### config.mk
export PLATFORM = sky130hd
export DESIGN_NAME = pht_diffuse
export DESIGN_NICKNAME = d
export VERILOG_FILES = /design/src/rtl/pht_pkg.sv /design/src/rtl/pht_box.sv /design/src/rtl/pht_layer.sv /design/src/rtl/pht_shuffle.sv /design/src/rtl/pht_diffuse.sv
export SDC_FILE = /design/constraint.sdc
export NUM_CORES = 1
export LEC_CHECK = 0
export CAP_MARGIN = 5
export CORE_MARGIN = 4
export CORE_UTILIZATION = 30
export CTS_BUF_LIST = sky130_fd_sc_hd__clkbuf_4
export CTS_CLUSTER_SIZE = 12
export DETAILED_ROUTE_END_ITERATION = 10
export SKIP_LAST_GASP = 1
export SYNTH_ARGS = -nofsm -noshare
export SYNTH_HDL_FRONTEND = slang
export SYNTH_SLANG_ARGS = --single-unit
export TNS_END_PERCENT = 100
### constraint.sdc
create_clock -name clk -period 0.8 [get_ports clk]
set_input_delay 0.12 -clock clk [delete_from_list [all_inputs] [get_ports clk]]
set_output_delay 0.12 -clock clk [all_outputs]
set_load 0.1 [all_outputs]
### src/rtl/pht_pkg.sv
package pht_pkg;

    localparam int BYTE_W   = 8;
    localparam int N_BYTES  = 16;
    localparam int N_LAYERS = 4;

    typedef logic [BYTE_W-1:0] byte_t;

    // Destination position of byte src in one inter-layer shuffle
    function automatic int shuffle_dest(input int src);
        int d;
        case (src)
            0:  d = 8;
            1:  d = 11;
            2:  d = 12;
            3:  d = 15;
            4:  d = 2;
            5:  d = 1;
            6:  d = 6;
            7:  d = 5;
            8:  d = 10;
            9:  d = 9;
            10: d = 14;
            11: d = 13;
            12: d = 0;
            13: d = 7;
            14: d = 4;
            15: d = 3;
            default: d = src;
        endcase
        return d;
    endfunction

endpackage

### src/rtl/pht_box.sv
module pht_box #(
    parameter int W = pht_pkg::BYTE_W
) (
    input  logic [W-1:0] a,
    input  logic [W-1:0] b,
    output logic [W-1:0] sum_dbl,
    output logic [W-1:0] sum_one
);
    // doubling by wiring: top bit falls off
    logic [W-1:0] a_x2;
    assign a_x2    = {a[W-2:0], 1'b0};
    assign sum_dbl = a_x2 + b;
    assign sum_one = a + b;
endmodule

### src/rtl/pht_layer.sv
module pht_layer #(
    parameter int W  = pht_pkg::BYTE_W,
    parameter int NB = pht_pkg::N_BYTES
) (
    input  logic [NB*W-1:0] din,
    output logic [NB*W-1:0] dout
);
    localparam int N_PAIRS = NB / 2;

    // position p lives at bits [(NB-1-p)*W +: W]
    for (genvar k = 0; k < N_PAIRS; k++) begin : g_pair
        localparam int LO_POS = 2 * k;
        localparam int HI_POS = 2 * k + 1;
        pht_box #(.W(W)) u_box (
            .a       (din [(NB-1-LO_POS)*W +: W]),
            .b       (din [(NB-1-HI_POS)*W +: W]),
            .sum_dbl (dout[(NB-1-LO_POS)*W +: W]),
            .sum_one (dout[(NB-1-HI_POS)*W +: W])
        );
    end
endmodule

### src/rtl/pht_shuffle.sv
module pht_shuffle #(
    parameter int W  = pht_pkg::BYTE_W,
    parameter int NB = pht_pkg::N_BYTES
) (
    input  logic [NB*W-1:0] din,
    output logic [NB*W-1:0] dout
);
    for (genvar i = 0; i < NB; i++) begin : g_move
        localparam int DST = pht_pkg::shuffle_dest(i);
        assign dout[(NB-1-DST)*W +: W] = din[(NB-1-i)*W +: W];
    end
endmodule

### src/rtl/pht_diffuse.sv
module pht_diffuse #(
    parameter int W       = pht_pkg::BYTE_W,
    parameter int NB      = pht_pkg::N_BYTES,
    parameter int LAYERS  = pht_pkg::N_LAYERS,
    parameter bit REG_OUT = 1'b1
) (
    input  logic            clk,
    input  logic            rst_n,
    input  logic            in_vld,
    input  logic [NB*W-1:0] in_data,
    output logic            out_vld,
    output logic [NB*W-1:0] out_data
);
    localparam int STATE_W = NB * W;

    logic [STATE_W-1:0] stage_in  [LAYERS+1];
    logic [STATE_W-1:0] stage_mix [LAYERS];
    logic [STATE_W-1:0] net_out;

    assign stage_in[0] = in_data;

    // box layers joined by shuffles, none after the last
    for (genvar l = 0; l < LAYERS; l++) begin : g_layer
        pht_layer #(.W(W), .NB(NB)) u_layer (
            .din  (stage_in[l]),
            .dout (stage_mix[l])
        );
        if (l < LAYERS - 1) begin : g_shf
            pht_shuffle #(.W(W), .NB(NB)) u_shf (
                .din  (stage_mix[l]),
                .dout (stage_in[l+1])
            );
        end else begin : g_last
            assign stage_in[l+1] = stage_mix[l];
        end
    end

    assign net_out = stage_in[LAYERS];

    if (REG_OUT) begin : g_reg
        always_ff @(posedge clk or negedge rst_n) begin
            if (!rst_n) begin
                out_vld  <= 1'b0;
                out_data <= '0;
            end else begin
                out_vld <= in_vld;
                if (in_vld) out_data <= net_out;
            end
        end
    end else begin : g_comb
        assign out_vld  = in_vld;
        assign out_data = net_out;
    end
endmodule

# Yosys cells after proc, flatten, opt, wreduce, memory -nomap -nowiden
# Index checks and enable logic that the tools add are counted.
totals:
  output_inout_bits: 129
  register_bits: 129
  in_bits: 131
classes:
  addsub: 64
ops:
  columns: ["operator", "n"]
  rows:
  - ["8-bit adder", 64]

# Depth between registers and ports, before layout
depth:
  depth_word: 4
  ltp_mapped: 22
  ltp_nobuf: 22

# Modules after synthesis
# From an unflattened synthesis, not the netlist that was laid out.
unflattened:
  hier_cells: 3055
  area_unflattened_um2: 25827.3
by_module_without_submodules:
  columns: ["mod", "instances", "area_each_um2", "cells_per_inst"]
  rows:
  - ["pht_box", 32, 565.5, 75]
  - ["pht_diffuse", 1, 4847.1, 271]
  - ["pht_shuffle", 3, 960.9, 128]

# Worst setup path after synthesis
# OpenSTA, ideal clock, no wires.
synth_path:
  path_kind: "input to register"
  from: "in in_data[48]"
  to: "reg out_data[55]"
  stages: 19
  path_slack_ns: -3.709
  arrival_time_ns: 4.383
  required_ns: 0.675
  path_cell_list: "ha_1 > fa_1 > a211o_1 > a21o_1 > and2_1 > ha_1 > a21oi_1 > o41ai_1 > or3b_1 > xor2_1 > ha_1 > xnor2_1 > ha_1 > a21o_1 > a21oi_1 > xor2_1 > xnor2_1 > xnor3_1 > mux2_2"
synth_via:
  elab_chain_len: 4
synth_rtl:
  columns: ["element", "line_no", "source"]
  rows:
  - ["start: declaration", "pht_diffuse.sv:10", "input logic [NB*W-1:0] in_data,"]
  - ["8-bit adder (4 in a row)", "pht_box.sv:13", "assign sum_one = a + b;"]
  - ["end signal: assignment", "pht_diffuse.sv:47", "if (in_vld) out_data <= net_out;"]
  - ["end: declaration", "pht_diffuse.sv:12", "output logic [NB*W-1:0] out_data"]
# Every way passes these cells.
# A chain may end at the register's enable or synchronous reset.

# Worst setup path in the final report
layout_path:
  from: "in in_data[90]"
  to: "reg out_data[31]"
layout_via:
  elab_chain_len: 4
layout_rtl:
  columns: ["element", "line_no", "source"]
  rows:
  - ["8-bit adder (3 in a row)", "pht_box.sv:13", null]
  - ["8-bit adder", "pht_box.sv:12", "assign sum_dbl = a_x2 + b;"]
# Every way passes these cells.

==> results.tsv <==
metric	value	unit
reg-to-reg startpoint	out_data[110]	
Final Slew Violations	0	
estimated wirelength of the detail-placed design	67400	um
final setup violation count	386	
floorplan row count	95	
antenna violations before repair	7	
number of synthesized flops with an enable pin	0	
Max Cap Viol	0	
Max stage delay cell, worst path	or4_4	
signal arrival time at the worst endpoint	4530	ps
Setup crit start	in_data[90]	
average wire per standard cell	19.8	um
Yosys warning total	0	
share of synthesized area occupied by flip-flops and latches	15.6	%
share of post-route cells with drive strength above 1	66.6	%
Clock H-tree levels	4	
global routing usage summed across all routing layers	22.3	%
largest stage delay on the critical path	590	ps
tightest slew margin relative to the limit	51.6	%
largest net degree at the start of global routing	55	
Critical Path Fanout Max	6	
cell taking the most area after synthesis	ha_1	
clk root buf	clkbuf_4	
Worst Setup Slack, final	-3150	ps
clock tree from TritonCTS	yes	
Syn-to-layout area delta	103	%
average instance area after synthesis	9.39	sq um
cell type with the highest occurrence count on the critical path	buf_6	
required time of the critical path	1380	ps
crit start category	input pin	
count of filler cells inserted in the layout	5142	
gr ovfl total	0	
asr flop ratio synth	100	%
most area-consuming cells after synthesis	ha_1 (25%), dfrtp_1 (16%), xnor2_1 (11%)	
DRC violation count after routing	0	
final routed wirelength across all metal layers	85900	um
unrepaired setup endpoints after global routing	true	
clock insertion delay at the later pin of the skew report	680	ps
post-layout net count	4051	
FF-to-FF End	out_data[110]	
actual slew at the worst max-slew pin	719	ps
count of buffers from port buffering	259	
Die Y	270	um
Mapped Area	0.0206	sq mm
vias in the first global route	23300	
R2R Setup Slk	-140	ps
worst slack at placement	-4530	ps
total of flip-flops plus latches after synthesis	129	
number of detailed-routing iterations run before antenna repair	5	
Initial Util	30.5	%
Critical Path End	out_data[31]	
DIE WIDTH	270	um
starting DRC count in detailed routing	859	
Post-DRT Antenna Nets	0	
critical setup path kind	input pin to flip-flop	
synthesized net count	2802	
Yosys top cell area share	24.7	%
final cycle utilization of the critical path	494	%
clock sink count	129	
worst min-delay path class	input pin to flip-flop	
via-per-instance ratio	5.00	
number of different library cells in the post-synthesis netlist	69	
minimum clock period	3950	ps
area inside the core boundary	0.0678	sq mm
maximum buffer depth of the clock tree	2	
Critical Path, Cell by Cell	dlygate4sd2_1 > buf_4 > ha_4 > buf_4 > a21oi_4 > a211oi_1 > or4_4 > xor2_4 > buf_6 > ha_4 > buf_6 > buf_6 > buf_6 > xor2_4 > buf_6 > ha_4 > nor2b_1 > o21ai_1 > nand2b_1 > a21o_1 > a21oi_4 > xnor2_4 > xnor2_4 > a21oi_2	
clock transition at the register clock pins on the worst setup and hold paths after CTS	120	ps
total CTS buffers	17	
Max Clock Skew	0	ps
die area	0.0731	sq mm
wire length of the first global-routing pass	128000	um
capturing element type of the critical path	flip-flop	
violations in the final reports	setup timing	
Primary FF master, synth	dfrtp_1	
I/O pins	260	
total via count after detailed routing	21700	
outcome	finished with violations	
length in cells of the worst reg-to-reg path	2	
post-synthesis cell count	2200	
endpoints failing hold	0	
weighted congestion reported at the end of routability-driven placement	0.942	
maximum clock frequency	253	MHz
-- how the worst min path moves through the flow --
stage | cells past startpoint | end | slack [ps] | startpoint
6_report | 5 | out_data[8] | 140 | in_data[72]
5_1_grt | 5 | out_data[8] | 90 | in_data[72]
4_1_cts | 5 | out_data[8] | 70 | in_data[72]
3_5_place_dp | 2 | out_data[51] | 150 | rst_n
3_3_place_gp | 2 | out_data[53] | 150 | rst_n
2_1_floorplan | 0 | out_data[0] | -180 | rst_n
-- registers in the layout, summed over array words and instances, names as in the netlist --
name	count
out_data	128
out_vld	1
-- placed cells by master, fill, tap and decap left out, types with 37 or more instances in the layout --
cell type	netlist	routed
dfrtp_2	0	129
fa_2	0	58
xnor2_1	249	100
mux2_2	103	37
nor2_1	109	66
a21oi_4	0	45
xnor2_2	1	104
xnor2_4	0	46
a21oi_1	196	72
nand2_1	78	69
a21o_1	127	127
clkdlybuf4s50_1	0	54
a21oi_2	3	82
inv_1	125	87
xor2_1	104	42
mux2_4	0	66
buf_12	0	144
ha_1	407	159
buf_6	0	190
ha_4	0	234
buf_4	0	794
-- critical path: cells and delay by family --
family          cells  cell delay [ps]
xor+xnor            4              690
compound gates      6             1060
fa+ha+maj           3              650
buf+inv             8             1170
simple gates        3              820
-- cell usage after synthesis (5+ instances only) --
library cell and number:
ha_1 407, xnor2_1 249, a21oi_1 196, dfrtp_1 129, a21o_1 127, inv_1 125
nor2_1 109, xor2_1 104, mux2_2 103, o21ai_0 86, nand2_1 78, fa_1 64
o21bai_1 45, nor3_1 38, nor2b_1 32, nand2b_1 28, a211oi_1 26, nand3_1 25
o41ai_1 18, clkbuf_1 15, xnor3_1 15, and2_1 13, o21a_1 13, o211ai_1 11
and3_1 10, or3_1 10, a211o_1 9, nand4_1 9, maj3_1 7, o2111ai_1 7
o31ai_1 7, or2_2 5, or4_1 5
-- metal layers --
metal | GRT usage, % | wire length [um] | part of all wire, % | vias up
met5 | 0 | 0 | 0 | -
met4 | 5.56 | 1830 | 2.1 | 0
met3 | 3.76 | 3550 | 4.1 | 88
met2 | 37.8 | 41900 | 49 | 417
met1 | 29.6 | 38600 | 45 | 10700
li1 | - | - | - | 10500
-- cells by family (layout without fill, tap and decap cells) --
logic type / count (synthesis) / in the layout / synth area share (%)
and+or+nand+nor: 385 / 385 / 9.25
other: 0 / 3 / 0
DFF: 129 / 129 / 15.6
muxes: 107 / 107 / 5.82
adders and majority gates: 478 / 478 / 31.2
AOI/OAI and AO/OA: 586 / 586 / 18.4
buffers and inverters: 142 / 1404 / 2.58
xor gates and xnor gates: 373 / 373 / 17.1
-- metrics by stage --
| step | setup TNS [ps] | instance area, sq um | std cells | hold WS (ps) | utilization [%] |
|---|---|---|---|---|---|
| after global routing | -411980 | 41900 | 4336 | 91.9 | 61.9 |
| after floorplan | -278880 | 22500 | 2200 | -176 | - |
| after detailed placement | -424330 | 33800 | 4159 | 154 | 49.9 |
| after CTS | -396840 | 39000 | 4280 | 68.3 | 57.6 |
| final | -396150 | 41900 | 4338 | 138 | 61.9 |
| after global placement | -420450 | 33800 | 4159 | 153 | 49.9 |
-- cell type report --
type                       instances  area, sq um  share of cell area [%]
multi-input combinational       1929        24500                    58.5
clock inverter                    15          168                   0.400
antenna                            3         7.51                  0.0179
tap                              873         1090                    2.60
inverter                         125          484                    1.15
timing repair buffer            1247        12100                    28.9
clock buffer                      17          128                   0.304
sequential                       129         3390                    8.08
-- what timing repair did --
| action | CTS | global route |
|---|---|---|
| hold buffers | 3 | 0 |
| setup buffers | 110 | 97 |
| hold endpoints to repair | 164 | 0 |
| setup endpoints to repair | 257 | 386 |
| pin swaps | 347 | 361 |
| resized for setup | 841 | 469 |
Power is not shown: default switching activity piles up to over one toggle a cycle in this logic, so the estimate is an artifact.
